$ cat src/rtl/ecc4_fix_seq.sv
module ecc4_fix_seq #(
  parameter int TMO = 10240
) (
  input  logic         clk,
  input  logic         rst_n,
  input  logic         start,
  input  logic [79:0]  par_in,
  output logic         eng_load,
  output logic [9:0]   eng_load_val,
  output logic         eng_stat_rd,
  input  logic [127:0] eng_syn,
  output logic         eng_clr_rd,
  output logic         eng_go,
  input  logic [3:0]   eng_state,
  input  logic [1:0]   eng_cnt,
  input  logic [31:0]  eng_addr_a,
  input  logic [31:0]  eng_addr_b,
  input  logic [31:0]  eng_val_a,
  input  logic [31:0]  eng_val_b,
  output logic         fix_we,
  output logic [8:0]   fix_idx,
  output logic [7:0]   fix_mask,
  output logic         done,
  output logic [1:0]   res
);
  localparam int PW = $clog2(TMO + 1);
  localparam logic [1:0] R_CLEAN = 2'd0, R_FIXED = 2'd1, R_FAIL = 2'd2, R_ERASED = 2'd3;

  typedef enum logic [3:0] {
    S_IDLE, S_LOAD, S_SRD, S_SYN, S_CLR, S_GO, S_W1, S_W2, S_FIX, S_DONE
  } st_t;

  st_t         st;
  logic [79:0] par_q;
  logic [2:0]  k;
  logic [1:0]  fi, n_q;
  logic [PW-1:0] poll;
  logic [1:0]  res_q;

  logic        syn_nz, in_rng;
  logic [31:0] aw, vw;
  logic [9:0]  addr;
  logic [10:0] diff;

  assign syn_nz = |(eng_syn & {4{32'h03FF03FF}});
  assign aw     = fi[1] ? eng_addr_b : eng_addr_a;
  assign vw     = fi[1] ? eng_val_b  : eng_val_a;
  assign addr   = fi[0] ? aw[25:16] : aw[9:0];
  assign diff   = 11'd519 - {1'b0, addr};
  assign in_rng = (addr >= 10'd8) && (addr <= 10'd519);

  assign eng_load     = (st == S_LOAD);
  assign eng_load_val = par_q[79 - 10*k -: 10];
  assign eng_stat_rd  = (st == S_SRD);
  assign eng_clr_rd   = (st == S_CLR);
  assign eng_go       = (st == S_GO);
  assign fix_we       = (st == S_FIX) && in_rng;
  assign fix_idx      = diff[8:0];
  assign fix_mask     = fi[0] ? vw[23:16] : vw[7:0];
  assign done         = (st == S_DONE);
  assign res          = res_q;

  always_ff @(posedge clk or negedge rst_n) begin
    if (!rst_n) begin
      st    <= S_IDLE;
      par_q <= '0;
      k     <= '0;
      fi    <= '0;
      n_q   <= '0;
      poll  <= '0;
      res_q <= R_CLEAN;
    end else begin
      case (st)
        S_IDLE: if (start) begin
          par_q <= par_in;
          k     <= '0;
          if (&par_in) begin
            res_q <= R_ERASED;
            st    <= S_DONE;
          end else st <= S_LOAD;
        end
        S_LOAD: begin
          k <= k + 3'd1;
          if (k == 3'd7) st <= S_SRD;
        end
        S_SRD: st <= S_SYN;
        S_SYN: if (syn_nz) st <= S_CLR;
               else begin res_q <= R_CLEAN; st <= S_DONE; end
        S_CLR: st <= S_GO;
        S_GO: begin poll <= '0; st <= S_W1; end
        S_W1: begin
          if (eng_state > 4'd3) begin poll <= '0; st <= S_W2; end
          else if (poll == PW'(TMO - 1)) begin res_q <= R_FAIL; st <= S_DONE; end
          else poll <= poll + 1'b1;
        end
        S_W2: begin
          if (eng_state <= 4'd3) begin
            if (eng_state == 4'd0)      begin res_q <= R_CLEAN; st <= S_DONE; end
            else if (eng_state == 4'd1) begin res_q <= R_FAIL;  st <= S_DONE; end
            else begin n_q <= eng_cnt; fi <= '0; st <= S_FIX; end
          end else if (poll == PW'(TMO - 1)) begin res_q <= R_FAIL; st <= S_DONE; end
          else poll <= poll + 1'b1;
        end
        S_FIX: begin
          fi <= fi + 2'd1;
          if (fi == n_q) begin res_q <= R_FIXED; st <= S_DONE; end
        end
        default: st <= S_IDLE;
      endcase
    end
  end


  erased_no_load_chk: assert property (@(posedge clk) disable iff (!rst_n)
    eng_load |-> !(&par_q));

  srd_after_load_chk: assert property (@(posedge clk) disable iff (!rst_n)
    $fell(eng_load) |-> eng_stat_rd);

  go_after_clr_chk: assert property (@(posedge clk) disable iff (!rst_n)
    eng_clr_rd |=> eng_go);

  poll_bound_chk: assert property (@(posedge clk) disable iff (!rst_n)
    poll < PW'(TMO));

  done_pulse_chk: assert property (@(posedge clk) disable iff (!rst_n)
    done |=> !done);

  fix_not_done_chk: assert property (@(posedge clk) disable iff (!rst_n)
    fix_we |-> !done && !eng_load);
endmodule

$ cat config.mk
export PLATFORM = sky130hd
export DESIGN_NAME = ecc4_fix_seq
export DESIGN_NICKNAME = d
export VERILOG_FILES = /design/src/rtl/ecc4_fix_seq.sv
export SDC_FILE = /design/constraint.sdc
export NUM_CORES = 1
export LEC_CHECK = 0
export BUFFER_PORTS_ARGS = -buffer_cell sky130_fd_sc_hd__buf_2
export CORE_AREA = 3 3 147 149
export DETAILED_ROUTE_END_ITERATION = 6
export DIE_AREA = 0 0 150 152
export GPL_TIMING_DRIVEN = 0
export PLACE_DENSITY = 0.74
export SLEW_MARGIN = 40
export SYNTH_ARGS = -nofsm -noshare
export SYNTH_HDL_FRONTEND = slang
export SYNTH_SLANG_ARGS = --single-unit
$ cat constraint.sdc
create_clock -name clk -period 3.62 [get_ports clk]
set_clock_uncertainty 0.2 [all_clocks]
set_input_delay 0.724 -clock clk [delete_from_list [all_inputs] [get_ports clk]]
set_output_delay 0.724 -clock clk [all_outputs]
set_load 0.05 [all_outputs]
After elaboration in Yosys (flattened, before gate mapping) --
Cells that the tools add are included.
Storage, ports and cells: flip-flop bits (word level) 107, input port bits 345, output and inout bits 35, word-level logic and storage cells 96
Cells by class: add/sub/neg operators 5, $mul 1, magnitude comparators 4, eq/ne operators 24, shifts and indexed selects 1, multiplexer cells 35, bitwise gates (word level) 2, reduce and logical (&&, ||, !) cells 17
Operators by type and width (count):
- variable part select 89 x 33 -> 10 bit | 1
- AND reduction 80 bit | 1
- OR reduction 80 bit | 1
- 2-to-1 mux 14 bit | 3
- one-hot mux 14 bit (3 select lines) | 1
- one-hot mux 4 bit (9 select lines) | 1
- 2-to-1 mux 4 bit | 8
- 2-to-1 mux 26 bit | 1
- 2-to-1 mux 2 bit | 12
- 2-to-1 mux 24 bit | 1
- equality test 4 x 3 -> 1 bit, second input constant | 4
- inequality test 2 bit, second input constant | 8
- adder 14 x 1 -> 14 bit, second input constant | 1
- equality test 14 bit, second input constant | 1
- >= comparator 10 x 4 -> 1 bit, second input constant | 1
- less-or-equal comparator 10 bit, second input constant | 1
- 2-to-1 mux 10 bit | 1
- one-hot mux 2 bit (5 select lines) | 1
- subtractor 3 x 9 -> 9 bit, first input constant | 1
- equality test 4 x 1 -> 1 bit, second input constant | 2
- equality test 4 x 2 -> 1 bit, second input constant | 2
- equality test 4 bit, second input constant | 2
- zero test 4 bit | 2
- 2-to-1 mux 8 bit | 1
- other kinds (23) | 31

Logic depth before layout (Yosys ltp) --
word-level depth 5, depth in mapped cells 12, depth with buffers taken out 10

Least setup slack after synthesis --
Ideal clock, no wire load.
path kind register to output, start point reg k[2], end point out eng_load_val[5], arrival 4426 ps, data required time 2696 ps, setup slack -1730 ps, cell stages (with the launch flop) 11, path buffers 4, cells stage by stage dfrtp_1 > ha_1 > ha_1 > inv_1 > clkbuf_1 > buf_1 > ha_1 > clkbuf_1 > clkbuf_1 > o21ai_0 > o311ai_0
Between the ends: cells in the longest elaborated chain, start to end 3
Ends and longest elaborated chain:
- from (decl) | line 35 | logic [2:0] k;
- from (signal assigned) | line 83 | k <= k + 3'd1;
- multiplier 3 x 3 -> 6 bit | line 53 | assign eng_load_val = par_q[79 - 10*k -: 10];
- subtractor 7 x 7 -> 8 bit | line 53
- variable part select 89 x 33 -> 10 bit | line 53
- to (decl) | line 9 | output logic [9:0] eng_load_val,
No other way between the ends.

Worst setup path in the final report --
start point reg k[2], end point out eng_load_val[8]
The elaborated chain is that of the path after synthesis.

==> metrics.yaml <==
place_hpwl_um: 26900
synth_area_in_adders: 0.0148
worst-path-buf-inv: 3
wl_per_cell_um: 23.9
top_layer: "met5"
timing_max_transition_violations_final: 0
cts_buffers: 9
number_of_placed_instances_taps_included: 1372
synth_top_family_by_area: "multiplexers"
routed-wl-met3_um: 4070
route.antenna.remaining_nets: 0
num-nets-final: 1502
timing.final.hold_violations: 0
path_max_fanout: 6
dieWidth_um: 150
io_buffers: 275
detailed_place.area_sq_um: 10500
synth.top_cells.by_area: "dfrtp_1, mux2_2, mux2i_1"
first_global_vias: 8848
syn-num-nets: 1181
gpl.final_weighted_congestion: 1.04
clkLatencyLatePin_ns: 0.36
synthesis.instances: 826
synth_ff_type: "dfrtp_1"
detail_route.vias_per_cell: 6.17
clkSinkCount: 107
cts.path.max_buffers: 2
cts_hold_repair.buffers: 0
timing.max_slew.rel_slack: 0.456
violations: "negative setup slack"
ys_types: 62
worst_ep_required_time_ns: 2.70
globalRoute.totalOverflow: 0
crit_start: "k[2]$_DFFE_PN0P_"
design_power_total_w: 0.0131
yosysTopAreaCellShare: 0.317
stdcell_count: 1423
path_common_cell: "ha_4"
critical_path_startpoint_category: "flop"
dp_slack_ns: -0.897
final_design_area_no_fill_sq_um: 11900
clockRootBuffer: "clkbuf_16"
post-route-min-period_ns: 4.02
synth-simple-area-share: 0.143
floorplan.initialDensity: 0.416
max_cap_viol_count: 0
num-fill-cells: 1714
synth_xor_area_frac: 0.0166
min-delay-path-class: "input pin to async pin"
clkSlewWorstSetupHoldPaths_ns: 0.07
layout_area_overhead_pct: 40.8
synthMuxAreaShare: 0.350
syn-cell-area_sq_um: 8440
setup-violations-final: 11
setup.worst_path.end_class: "output port"
core_area_sq_um: 20300
fraction_of_layout_instances_using_a_drive_strength_above_1: 0.516
std_cell_rows: 52
cp_slowest_stage_delay_ns: 0.50
yosys.area.top_type: "dfrtp_1"
synth-warning-count: 0
run_status: "complete, but fails checks"
layout_worst_path_cycle_share: 1.11
synthArstFlopShare: 1.00
cp_cell_sequence: "ha_4, ha_4, nand2b_4, buf_12, buf_8, a21oi_4, mux2i_4, mux4_2, and2_4, o32ai_4, buf_6"
met2WireLength_um: 15000
initialDrtViolationCount: 1083
htree_num_levels: 3
postRouteWirelength_um: 34100
grt.total_usage: 0.291
layout.cells.most_common_list: "buf_2, dfrtp_1, mux2_2"
floorplan.die_area_sq_um: 22800
max_clk_rate_mhz: 249
worst_ir_drop_vdd_mv: 0.645
drc_errors: 0
cts_tree: "done"
synth_sequential_area_ratio: 0.317
number_of_antenna_violations_at_the_first_check_in_global_routing: 3
grt_setup_unrepaired: "yes"
dieHeight_um: 152
layout.cells.most_common: "buf_2"
yosys_register_bits: 107
kind_of_cell_with_the_highest_combined_delay_on_the_critical_path: "multiplexers"
largest_net_degree_at_the_start_of_global_routing: 67
criticalPathCategory: "flop to output port"
synth_enable_flop_cells: 0
io_pins: 380
reg_to_reg_startpoint: "st[2]$_DFFE_PN0P_"
critical_path.slowest_cell: "mux4_2"
leakage_nw: 5.17
final_critical_path_setup_slack_ns: -0.399
power.density_cell_area_nw_per_um2: 1100
fin_worst_hold_slack_ns: 0.0277
num_vias: 8782
drt-pass1-iter-count: 6
grt_first_pass_wirelength_um: 51300
syn-mean-instance-area_sq_um: 10.2
worst_pin_slew_ns: 0.805
worst_ep_arrival_time_ns: 3.10
m1WireLength_um: 14100
synth_compound_area_frac: 0.120
-- path summary, 6_finish.rpt --
path                                    endpoint  slack [ns]  cells past startpoint
setup reg to reg           par_q[55]$_DFFE_PN0P_        0.53                      6
min in group clk              res[0]$_DFFE_PN0P_        0.31                      1
setup / recovery                 eng_load_val[8]       -0.40                     11
hold reg to reg               res[0]$_DFFE_PN0P_        0.31                      1
max in group asynchronous  par_q[66]$_DFFE_PN0P_        2.56                      2
hold / removal             par_q[46]$_DFFE_PN0P_        0.03                      1
-- report_power, final --
part	total (W)	leakage [nW]	switching, W	internal [W]
Sequential	0.00228	1.31	0.000550	0.00173
Clock	0.000943	0.140	0.000453	0.000490
Combinational	0.00984	3.72	0.00555	0.00429
-- flip-flops by register name, summed over array words and instances (netlist names) --
register  flops
res           2
fi            2
n_q           2
k             3
par_q        80
poll         14
st            4
-- stage by stage --
| step | utilization | TNS, ns |
|---|---|---|
| after global routing | 0.585 | -4.04 |
| after global placement | 0.513 | -7.47 |
| after floorplan | - | -0.0774 |
| after detailed placement | 0.516 | -7.02 |
| after CTS | 0.570 | -3.57 |
| final | 0.585 | -3.37 |
-- synth_stat cells (7+ instances only) --
cell type / n
buf_2: 8
nor2_1: 43
o32ai_1: 8
dfrtp_1: 107
o21ai_0: 30
nand4_1: 30
nand3_1: 22
mux4_1: 8
clkbuf_1: 41
mux2i_1: 86
a211oi_1: 12
nor4_1: 25
nand2_1: 55
and2_1: 7
xor2_1: 12
mux2_2: 91
nor2b_1: 9
buf_1: 12
inv_1: 15
nor3_1: 13
mux4_2: 38
a21oi_1: 58
ha_1: 10
-- worst register-to-register path: stages, from the launching register on --
cell and delay (ns):
dfrtp_1 0.41, clkbuf_1 0.36, nor2_1 0.20, nand3_1 0.14, clkbuf_1 0.61, clkbuf_1 0.63, mux2_2 0.42
-- final cells by class --
class / instances / area [sq um] / share of cell area
Antenna cell: 1 / 2.50 / 0.000211
Buffer: 61 / 532 / 0.0447
Clock buffer: 11 / 243 / 0.0204
Clock inverter: 5 / 36.3 / 0.00305
Inverter: 15 / 61.3 / 0.00516
Multi-Input combinational cell: 640 / 6150 / 0.518
Sequential cell: 107 / 2680 / 0.225
Tap cell: 270 / 338 / 0.0284
Timing Repair Buffer: 313 / 1840 / 0.155
-- cell families (layout without fill, tap and decap cells) --
family                     count (synthesis)  in the layout
xor gates and xnor gates                  16             16
AOI/OAI and AO/OA                        158            158
buffers and inverters                     79            405
other                                      0              1
muxes                                    223            223
DFF                                      107            107
and+or+nand+nor                          233            233
adders and majority gates                 10             10
-- layer usage --
metal	GRT usage	up-vias
li1	-	3817
met3	0.0873	77
met4	0.0732	2
met2	0.433	571
met5	0.0130	-
met1	0.416	4315
-- timing repair --
item                       CTS  global route
cloned                       0             1
resized for setup          166            56
setup endpoints to repair   11            11
pin swaps                   32            24
setup buffers               27            10
No activity file was read; power rests on OpenSTA's default activity.
